[config.mk]
export PLATFORM = sky130hd
export DESIGN_NAME = dms_divider
export DESIGN_NICKNAME = d
export VERILOG_FILES = /design/src/rtl/dms_pkg.sv /design/src/rtl/dms_prescaler.sv /design/src/rtl/dms_ctrl_counter.sv /design/src/rtl/dms_edge_out.sv /design/src/rtl/dms_divider.sv
export SDC_FILE = /design/constraint.sdc
export NUM_CORES = 1
export LEC_CHECK = 0
export ABC_AREA = 0
export BUFFER_PORTS_ARGS = -buffer_cell sky130_fd_sc_hd__buf_2
export CAP_MARGIN = 10
export CORE_MARGIN = 2
export CORE_UTILIZATION = 51
export CTS_CLUSTER_DIAMETER = 200
export DETAILED_ROUTE_END_ITERATION = 8
export GPL_ROUTABILITY_DRIVEN = 0
export PLACE_DENSITY = 0.81
export SYNTH_ARGS = -nofsm -noshare
export SYNTH_HDL_FRONTEND = slang
export SYNTH_SLANG_ARGS = --single-unit
[constraint.sdc]
create_clock -name clk -period 2.53 [get_ports clk]
set_clock_uncertainty 0.2 [all_clocks]
set_input_delay 0.253 -clock clk [delete_from_list [all_inputs] [get_ports clk]]
set_output_delay 0.253 -clock clk [all_outputs]
set_load 0.01 [all_outputs]
[src/rtl/dms_pkg.sv]
package dms_pkg;

    localparam int unsigned MAIN_W_DEF = 9;
    localparam int unsigned SWAL_W_DEF = 3;

    // Prescaler length selector: base group or base+1 group
    typedef enum logic {
        MOD_BASE  = 1'b0,
        MOD_PLUS1 = 1'b1
    } mod_e;

    // Base prescaler length derived from the swallow field width
    function automatic int unsigned base_mod(input int unsigned sw);
        return 32'd1 << sw;
    endfunction

    // A word repeats its internal state only when every swallow value fits
    function automatic logic ratio_safe(input int unsigned main_val,
                                        input int unsigned sw);
        return main_val >= (base_mod(sw) - 32'd1);
    endfunction

endpackage

[src/rtl/dms_prescaler.sv]
module dms_prescaler
    import dms_pkg::*;
#(
    parameter int unsigned SWAL_W = SWAL_W_DEF
) (
    input  logic clk,
    input  logic rst,
    input  mod_e mode,
    output logic pre_end
);
    localparam int unsigned P  = base_mod(SWAL_W);
    localparam int unsigned CW = SWAL_W + 1;
    localparam logic [CW-1:0] LAST_BASE = CW'(P - 1);
    localparam logic [CW-1:0] LAST_PLUS = CW'(P);

    logic [CW-1:0] cnt_q;

    always_comb begin
        pre_end = (cnt_q == ((mode == MOD_PLUS1) ? LAST_PLUS : LAST_BASE));
    end

    always_ff @(posedge clk) begin
        if (rst || pre_end) begin
            cnt_q <= '0;
        end else begin
            cnt_q <= cnt_q + CW'(1);
        end
    end
endmodule

[src/rtl/dms_ctrl_counter.sv]
module dms_ctrl_counter
    import dms_pkg::*;
#(
    parameter int unsigned MAIN_W = MAIN_W_DEF,
    parameter int unsigned SWAL_W = SWAL_W_DEF
) (
    input  logic              clk,
    input  logic              rst,
    input  logic              pre_end,
    input  logic [MAIN_W-1:0] main_in,
    input  logic [SWAL_W-1:0] swal_in,
    output mod_e              mode,
    output logic              div_end,
    output logic [MAIN_W-1:0] main_q
);
    localparam int unsigned CNT_W = MAIN_W + 1;

    logic [CNT_W-1:0]  left_q;   // prescaler groups still to run, incl. current
    logic [SWAL_W-1:0] swal_q;   // long groups still to run

    always_comb begin
        div_end = pre_end && (left_q == CNT_W'(1));
        mode    = (swal_q != '0) ? MOD_PLUS1 : MOD_BASE;
    end

    always_ff @(posedge clk) begin
        if (rst || div_end) begin
            main_q <= main_in;
            left_q <= {1'b0, main_in} + CNT_W'(1);
            swal_q <= swal_in;
        end else if (pre_end) begin
            left_q <= left_q - CNT_W'(1);
            if (swal_q != '0) begin
                swal_q <= swal_q - SWAL_W'(1);
            end
        end
    end
endmodule

[src/rtl/dms_edge_out.sv]
module dms_edge_out (
    input  logic clk,
    input  logic rst,
    input  logic div_end,
    output logic div_out
);
    always_ff @(posedge clk) begin
        if (rst) begin
            div_out <= 1'b0;
        end else if (div_end) begin
            div_out <= ~div_out;
        end
    end
endmodule

[src/rtl/dms_divider.sv]
module dms_divider
    import dms_pkg::*;
#(
    parameter int unsigned MAIN_W = MAIN_W_DEF,
    parameter int unsigned SWAL_W = SWAL_W_DEF
) (
    input  logic              clk,
    input  logic              rst,
    input  logic [MAIN_W-1:0] main_in,
    input  logic [SWAL_W-1:0] swal_in,
    output logic              div_out,
    output logic              word_ok
);
    mod_e              mode;
    logic              pre_end;
    logic              div_end;
    logic [MAIN_W-1:0] main_q;

    dms_prescaler #(.SWAL_W(SWAL_W)) u_pre (
        .clk     (clk),
        .rst     (rst),
        .mode    (mode),
        .pre_end (pre_end)
    );

    dms_ctrl_counter #(.MAIN_W(MAIN_W), .SWAL_W(SWAL_W)) u_ctrl (
        .clk     (clk),
        .rst     (rst),
        .pre_end (pre_end),
        .main_in (main_in),
        .swal_in (swal_in),
        .mode    (mode),
        .div_end (div_end),
        .main_q  (main_q)
    );

    dms_edge_out u_out (
        .clk     (clk),
        .rst     (rst),
        .div_end (div_end),
        .div_out (div_out)
    );

    always_comb begin
        word_ok = ratio_safe(32'(main_q), SWAL_W);
    end
endmodule

======== Yosys cells after proc, flatten, opt, wreduce, memory -nomap -nowiden ========
Index checks and enable logic that the tools add are counted.
operators by class
  reduce and logical (&&, ||, !) cells .... 7
  mux-type cells .......................... 7
  $lt $le $gt $ge ......................... 1
  eq/ne operators ......................... 2
  bitwise gates (word level) .............. 1
  $add $sub $neg .......................... 4
operators with widths
  cell                                                               count
  2-to-1 mux 10 bit                                                  2
  adder 9 x 1 -> 10 bit, second input constant                       1
  == test 10 x 1 -> 1 bit, second input constant                     1
  subtractor 10 x 1 -> 10 bit, second input constant                 1
  greater-or-equal comparator 9 x 3 -> 1 bit, second input constant  1
  2-to-1 mux 3 bit                                                   3
  adder 4 x 1 -> 4 bit, second input constant                        1
  == test 4 bit                                                      1
  2-to-1 mux 4 bit                                                   1
  nonzero test 2 bit                                                 2
  nonzero test 3 bit                                                 1
  subtractor 3 x 1 -> 3 bit, second input constant                   1
  logical OR 1 bit                                                   2
  AND reduction 2 bit                                                1
  logical AND 1 bit                                                  1
  2-to-1 mux 1 bit                                                   1
  inverter 1 bit                                                     1
storage, ports and cells
  word-level logic and storage cells ...... 27
  register bits ........................... 27
  input port bits ......................... 14

======== Logic depth before layout (Yosys ltp) ========
Gate-level depths: netlist of the first run.
  word-level depth ........................ 8
  mapped depth ............................ 9
  depth with buffers taken out ............ 8

======== Cells and area by module ========
A second synthesis of the first run with hierarchy kept.
second synthesis, totals
  cell total of the unflattened synthesis .. 123
  area total of the unflattened synthesis .. 1458.9 um^2
by module, submodules not included
  module            area an instance (um^2)  cells an instance  instances
  dms_ctrl_counter  1206.2                   98                 1
  dms_prescaler     193.9                    18                 1
  dms_edge_out      32.5                     3                  1
  dms_divider       26.3                     4                  1

======== Worst setup path after synthesis of the first run ========
No wires, ideal clock.
  path kind ............................... register to register
  start ................................... register u_ctrl.swal_q[0]
  end ..................................... register u_ctrl.swal_q[0] (enable)
  arrival time ............................ 2.123 ns
  path buffers ............................ 2
  data required time ...................... 2.003 ns
  path slack .............................. -0.120 ns
  cell stages (with the launch flop) ...... 10
  path through ............................ edfxtp_1 -> inv_1 -> ha_1 -> ha_1 -> or4b_1 -> o32a_1 -> o21ba_1 -> buf_6 -> buf_12 -> a21oi_1
on the way
  longest elaborated chain between the ends .. 8
  elaborated cells on any way between the ends .. 9
  those cells by class .................... 1 x eq/ne; 2 x mux; 6 x reduce/logical
RTL lines
  item                             line                                            source
  start, declared                  dms_ctrl_counter.sv:19                          logic [SWAL_W-1:0] swal_q;
  start signal, assigned           dms_ctrl_counter.sv:30                          swal_q <= swal_in;
  start signal, assigned           dms_ctrl_counter.sv:34                          swal_q <= swal_q - SWAL_W'(1);
  nonzero test 3 bit *             dms_ctrl_counter.sv:23, dms_ctrl_counter.sv:33
  2-to-1 mux 1 bit                 dms_ctrl_counter.sv:23                          mode = (swal_q != '0) ? MOD_PLUS1 : MOD_BASE;
  2-to-1 mux 4 bit                 dms_prescaler.sv:19                             pre_end = (cnt_q == ((mode == MOD_PLUS1) ? LAST_PLUS : LAST_BASE));
  == test 4 bit                    dms_prescaler.sv:19
  logical AND 1 bit                dms_ctrl_counter.sv:22                          div_end = pre_end && (left_q == CNT_W'(1));
  logical OR 1 bit                 dms_ctrl_counter.sv:27                          if (rst || div_end) begin
  nonzero test 2 bit (no line)     -
  AND reduction 2 bit (no line) *  -
Every way passes the cells marked *; elsewhere a longest branch is shown, timed or not.
A chain may end at the register's enable or synchronous reset.

======== Worst setup path after layout of the first run ========
  start ................................... register u_ctrl.swal_q[0]
  end ..................................... register u_ctrl.left_q[4] (data pin)
on the way
  longest elaborated chain between the ends .. 7
RTL lines
  item                  line                    source
  nonzero test 3 bit    dms_ctrl_counter.sv:23
  2-to-1 mux 1 bit      dms_ctrl_counter.sv:23
  2-to-1 mux 4 bit      dms_prescaler.sv:19
  == test 4 bit         dms_prescaler.sv:19
  logical AND 1 bit     dms_ctrl_counter.sv:22
  logical OR 1 bit      dms_ctrl_counter.sv:27
  2-to-1 mux 10 bit     dms_ctrl_counter.sv:27
  end signal, assigned  dms_ctrl_counter.sv:29  left_q <= {1'b0, main_in} + CNT_W'(1);
  end signal, assigned  dms_ctrl_counter.sv:32  left_q <= left_q - CNT_W'(1);
  end, declared         dms_ctrl_counter.sv:18  logic [CNT_W-1:0] left_q;
No other way between the ends.

==> metrics.txt, run 1 <==
outcome=finished, final reports clean; DIE AREA=about 0.0032 mm^2; internal power=between 0.0006 and 0.0007 W; synth top area cells=edfxtp_1 (47%), mux2i_1 (7.8%), dfxtp_1 (7.1%); asr flop ratio synth=0%; power density over the cells=496 mW/mm^2; initial antenna violation count=0; Max-slew headroom=74.9%; Critical Path RT=2.41 ns; Num CTS Buffers=3; cell count after synthesis=between 100 and 150; critical path type=register to register; reg2reg start=u_ctrl.swal_q[0]; Max Fclk=405 MHz; Vias per Instance=5.44; Starting Density=52.8%; Post-synth EDFFs=22; switching part of the total=roughly 25%; CTS tree=yes; reg2reg end=u_ctrl.left_q[4]; Peak supply drop=0.000418 V; Fin Setup TNS=0 ns; Clock Sink Count=27; post-detailed-route count of antenna-violating nets=0; layout cells sized above 1=25.0%; number of distinct library cells after synthesis=28; post-synthesis sequential area ratio=53.7%; top_reg_cell synth=edfxtp_1; Switch Pwr=0.000220 W; port bufs=15; slew at the pin closest to its max-slew limit=0.374 ns; Seq cells post-synth=27; Via Count=995; die height=56.7 um; gr usage total=between 10% and 20%; clock share of power=21.0%; max_cap viols=0; # H-tree levels=1; Commonest cells post-synth=edfxtp_1 (22), inv_1 (11), mux2i_1 (11), nor2_1 (10), xor2_1 (10); Worst Hold Class=primary input to register; Hold Crit Depth=2; Slew Limit Fails=0; root buf cell=clkbuf_4; WP data arrival=between 2 and 2.5 ns; top-area cell type share of the netlist area=a little under half; drt wl/cell=15.9 um; post-route setup slack=0.0620 ns; cell count of the worst reg-to-reg path=8; Core Area=0.00269 mm^2; clock insertion delay at the later pin of the skew report=0.32 ns; initial drt markers=28; final setup vio count=0; chip width=between 50 and 60 um; CP Max Fanout=9; CP Launch Type=register; most common cell in the netlist=edfxtp_1; hold endpoint=u_ctrl.swal_q[0]; number of core rows=19; P_leak=0.703 nW; Synth Cell Area=~0.0014 mm^2; syn nets=137; Seq pwr share=61.5%; io pins=16; Final min period=2.47 ns; first-pass GRT wire length=about 4600 um; Avg Synthesized Cell Area=12.1 um^2; Comb pwr share=between 10% and 20%; hpwl dp=1980 um; unrepaired setup endpoints after global routing=false; # DRC=0; final hold viol count=0; Hold Path Origin=swal_in[0]; worst slack, placed=-0.0817 ns; nets@finish=173; total iterations of the first detailed-routing run=4; reg2reg setup slack=just over 0.06 ns; synth-to-layout area growth=25.4%; clock-pin slew on the worst setup and hold paths=0.15 ns; Ys Warns=0; largest net degree at the start of global routing=15; antenna cells=0; fin crit share=about 100%; number of global-route vias before repair=989; post-synth top area cell=edfxtp_1; clk buf depth=2; total gr overflow=0; Worst setup EP type=register; final WL=between 2000 and 3000 um
==> through the flow <==
stage / total power [W] / instance area, um^2 / cells / util [%] / hold slack [ns]
2_1_floorplan: 0.000629 / 1440 / 117 / - / 0.122
5_1_grt: 0.000922 / 1780 / 183 / 66.2 / 0.0209
3_3_place_gp: 0.000666 / 1580 / 167 / 58.6 / 0.239
3_5_place_dp: 0.000677 / 1580 / 167 / 58.6 / 0.243
4_1_cts: 0.000866 / 1710 / 181 / 63.8 / 0.0441
6_report: 0.000882 / 1780 / 183 / 66.2 / 0.0407
==> routing by layer <==
metal,up-vias,GRT usage [%],part of all wire [%]
met5,-,0,0
met4,0,4.42,1.3
met3,4,3.00,3.0
met2,17,31.7,52
met1,489,24.6,43
li1,485,-,-
==> how the worst max path moves through the flow <==
| stage | from | endpoint | slack, ns | cells past startpoint |
|---|---|---|---|---|
| 3_5_place_dp | u_ctrl.swal_q[0] | u_ctrl.left_q[4] | -0.08 | 8 |
| 5_1_grt | u_ctrl.swal_q[1] | u_ctrl.left_q[4] | 0.002 | 8 |
| 4_1_cts | u_ctrl.swal_q[0] | u_ctrl.left_q[5] | 0.004 | 9 |
| 3_3_place_gp | u_ctrl.swal_q[0] | u_ctrl.left_q[3] | 0.004 | 8 |
| 6_report | u_ctrl.swal_q[0] | u_ctrl.left_q[4] | 0.06 | 8 |
| 2_1_floorplan | u_ctrl.swal_q[0] | u_ctrl.swal_q[0] | 0.007 | 9 |
==> sequential cells by signal, summed over array words and instances (netlist names) <==
name,flops
u_out.div_out,1
u_ctrl.swal_q,3
u_ctrl.main_q,9
u_pre.cnt_q,4
u_ctrl.left_q,10
==> cells by family after synthesis <==
kind of cell / Yosys count / share of synthesized area, %
AND/OR/NAND/NOR: 36 / 13.3
multiplexers: 13 / 9.62
adder cells (fa/ha/maj): 6 / 5.30
flip-flops: 27 / 53.7
AO/OA/AOI/OAI: 5 / 2.47
buffers and inverters: 13 / 5.12
XOR/XNOR: 17 / 10.5
==> critical path, cell delays in order (launching register included) <==
cell and delay [ns]:
edfxtp_1 0.37, inv_2 0.05, ha_4 0.16, ha_4 0.16, or4b_4 0.53, o32a_1 0.20
o21ba_4 0.25, buf_6 0.17, mux2i_1 0.13
==> power by group through the flow <==
stage | clock network (W) | registers [W] | logic [W]
floorplan | 0 | 0.000544 | 0.0000851
global placement | 0 | 0.000548 | 0.000118
detailed placement | 0 | 0.000551 | 0.000126
CTS | 0.000185 | 0.000541 | 0.000141
global route | 0.000206 | 0.000545 | 0.000171
finish | 0.000185 | 0.000542 | 0.000155
==> placed cells by master (no fill, tap or decap), types with 2 or more instances in the layout <==
| cell | n |
|---|---|
| nand4b_1 | 2 |
| xnor2_1 | 7 |
| nor4_1 | 2 |
| dfxtp_1 | 5 |
| buf_4 | 5 |
| dlygate4sd3_1 | 10 |
| clkbuf_4 | 3 |
| xor2_1 | 10 |
| ha_4 | 2 |
| edfxtp_1 | 22 |
| inv_1 | 7 |
| nor3_1 | 2 |
| mux2i_1 | 11 |
| inv_2 | 3 |
| nor2_1 | 10 |
| buf_2 | 15 |
| ha_1 | 4 |
| nand4_1 | 2 |
| nand2_1 | 5 |
| nand3_1 | 7 |
==> cell type report <==
type	count	area, um^2
Clock buffer	4	26.3
Fill cell	199	908
Inverter	11	45.0
Multi-Input combinational cell	77	638
Sequential cell	27	761
Tap cell	31	38.8
Timing Repair Buffer	33	269
==> what timing repair did <==
action	in CTS	in global routing
buffers inserted	0	1
pin swaps	0	3
endpoints found under the hold margin	10	0
endpoints found under the setup margin	14	37
hold buffers	10	0
resized for setup	4	8
cloned	0	1
Power figures use the tool's default switching activity.
==> run 2: changes to the inputs <==
--- a/config.mk
+++ b/config.mk
@@ -6,14 +6,14 @@
 export NUM_CORES = 1
 export LEC_CHECK = 0
 export ABC_AREA = 0
-export BUFFER_PORTS_ARGS = -buffer_cell sky130_fd_sc_hd__buf_2
 export CAP_MARGIN = 10
 export CORE_MARGIN = 2
-export CORE_UTILIZATION = 51
+export CORE_UTILIZATION = 55
 export CTS_CLUSTER_DIAMETER = 200
 export DETAILED_ROUTE_END_ITERATION = 8
+export DONT_BUFFER_PORTS = 1
 export GPL_ROUTABILITY_DRIVEN = 0
-export PLACE_DENSITY = 0.81
+export PLACE_DENSITY = 0.8
 export SYNTH_ARGS = -nofsm -noshare
 export SYNTH_HDL_FRONTEND = slang
 export SYNTH_SLANG_ARGS = --single-unit
==> metrics.txt, run 2 (synthesized netlist as in run 1, its figures left out) <==
Slew Limit Fails=0; CP Depth=7; initial antenna violation count=0; layout cells sized above 1=16.8%; Peak supply drop=slightly below 0.0004 V; total iterations of the first detailed-routing run=4; hpwl dp=1830 um; die height=54.8 um; first-pass GRT wire length=4130 um; drt wl/cell=16.1 um; Critical Path RT=roughly 2.4 ns; Placed Area=0.00151 mm^2; DIE AREA=0.00300 mm^2; CP bufs+invs=1; chip width=54.8 um; gr usage total=between 10% and 20%; synth-to-layout area growth=23.8%; Fin Hold WS=~0.0014 ns; Largest register FFs=10; Crit path largest cell delay=~0.49 ns; WP data arrival=roughly 2.3 ns; slew at the pin closest to its max-slew limit=0.451 ns; Max-slew headroom=69.7%; antenna cells=0; Seq pwr share=62.2%; clock insertion delay at the later pin of the skew report=0.32 ns; # H-tree levels=1; Starting Density=between 50% and 60%; worst slack, placed=-0.0699 ns; Max Fclk=409 MHz; post-route setup slack=0.0863 ns; Most flops, register=u_ctrl.left_q; Via Count=986; max_cap viols=0; CP Max Fanout=7; root buf cell=clkbuf_4; initial drt markers=20; leading cell type in the layout, fill and taps excluded=edfxtp_1; number of core rows=18; total gr overflow=0; switching part of the total=24.4%; top flop regs=u_ctrl.left_q: 10 flops, u_ctrl.main_q: 9 flops, u_pre.cnt_q: 4 flops; io pins=16; Final min period=2.44 ns; Vias per Instance=5.70; # DRC=0; clk buf depth=2; CP Launch Type=register; Hold Crit Depth=2; clock share of power=21.5%; Fin Setup TNS=0 ns; Comb pwr share=between 10% and 20%; final setup vio count=0; Clock Sink Count=27; Worst setup EP type=register; Finished Cell Area=0.00176 mm^2; crit-path cells=inv_1 > ha_2 > ha_2 > or4b_1 > o32a_1 > o21ba_4 > mux2_4; cell count of the worst reg-to-reg path=7; Most Frequent Cell on Critical Path=ha_2; CTS tree=yes; port bufs=0; unrepaired setup endpoints after global routing=false; internal power=approximately 0.00066 W; largest net degree at the start of global routing=16; number of global-route vias before repair=948; P_leak=0.679 nW; final WL=2790 um; final hold viol count=0; CP max stage cell=or4b_1; Num CTS Buffers=3; fin crit share=96.6%; power density over the cells=496 mW/mm^2; Switch Pwr=0.000213 W; Core Area=approximately 0.0025 mm^2; most frequent cells in the layout=edfxtp_1 (22), dlygate4sd3_1 (13), mux2i_1 (11); outcome=finished, final reports clean; nets@finish=164; CP top delay family=simple AND/OR/NAND/NOR gates; clock-pin slew on the worst setup and hold paths=roughly 0.15 ns; critical path type=register to register; post-detailed-route count of antenna-violating nets=0; Worst Hold Class=primary input to register
## run 2: cell types whose count changed in the layout (fill, tap and decap cells not counted), moves of 2 or more
cell	previous run	this run
dlygate4sd3_1	10	13
ha_4	2	0
buf_4	5	7
inv_1	7	9
ha_2	0	2
inv_2	3	0
buf_2	15	0
## run 2: what timing repair did
item,4_1_cts,5_1_grt
pin swaps,0,2
buffers inserted,1,0
hold endpoints to repair,15,0
gates resized for setup,5,4
hold buffers,13,0
gates cloned,0,2
endpoints found under the setup margin,13,29
## run 2: cell type report
| class | count | area, um^2 |
|---|---|---|
| Inverter | 11 | 47.5 |
| Clock inverter | 1 | 5.00 |
| Multi-Input combinational cell | 77 | 614 |
| Tap cell | 30 | 37.5 |
| Fill cell | 171 | 699 |
| Sequential cell | 27 | 761 |
| Timing Repair Buffer | 24 | 268 |
| Clock buffer | 3 | 22.5 |
## run 2: path summary, 6_finish.rpt
| kind | end | startpoint | slack (ns) |
|---|---|---|---|
| min | u_ctrl.left_q[3] | main_in[3] | 0.001 |
| min reg2reg | u_pre.cnt_q[0] | u_pre.cnt_q[0] | 0.31 |
| max reg2reg | u_ctrl.swal_q[0] | u_ctrl.swal_q[0] | 0.09 |
| max | u_ctrl.swal_q[0] | u_ctrl.swal_q[0] | 0.09 |
## run 2: metal layers
layer | global-route usage, % | share of wire [%] | wire length [um] | vias up
met1 | 24.5 | 43 | 1210 | 480
met4 | 7.08 | 2.4 | 66 | 0
met3 | 2.46 | 3.5 | 99 | 8
met2 | 34.1 | 51 | 1420 | 26
li1 | - | - | - | 472
met5 | 0 | 0 | 0 | -
## run 2: worst register-to-register path: stages (launching register included)
cell and delay (ns):
edfxtp_1 0.36, inv_1 0.06, ha_2 0.18, ha_2 0.17
or4b_1 0.49, o32a_1 0.19, o21ba_4 0.27, mux2_4 0.31
## run 2: power groups by stage
stage          sequential, W  combinational [W]  clock, W
3_5_place_dp        0.000550           0.000108         0
5_1_grt             0.000545           0.000157  0.000206
2_1_floorplan       0.000544          0.0000851         0
4_1_cts             0.000540           0.000130  0.000188
6_report            0.000542           0.000142  0.000187
3_3_place_gp        0.000548           0.000103         0
## run 2: through the flow
stage               util [%]  power (W)  std cells
floorplan                  -   0.000629        117
global placement        61.7   0.000651        153
detailed placement      61.7   0.000658        153
CTS                     68.9   0.000857        171
global route            71.5   0.000908        173
finish                  71.5   0.000871        173
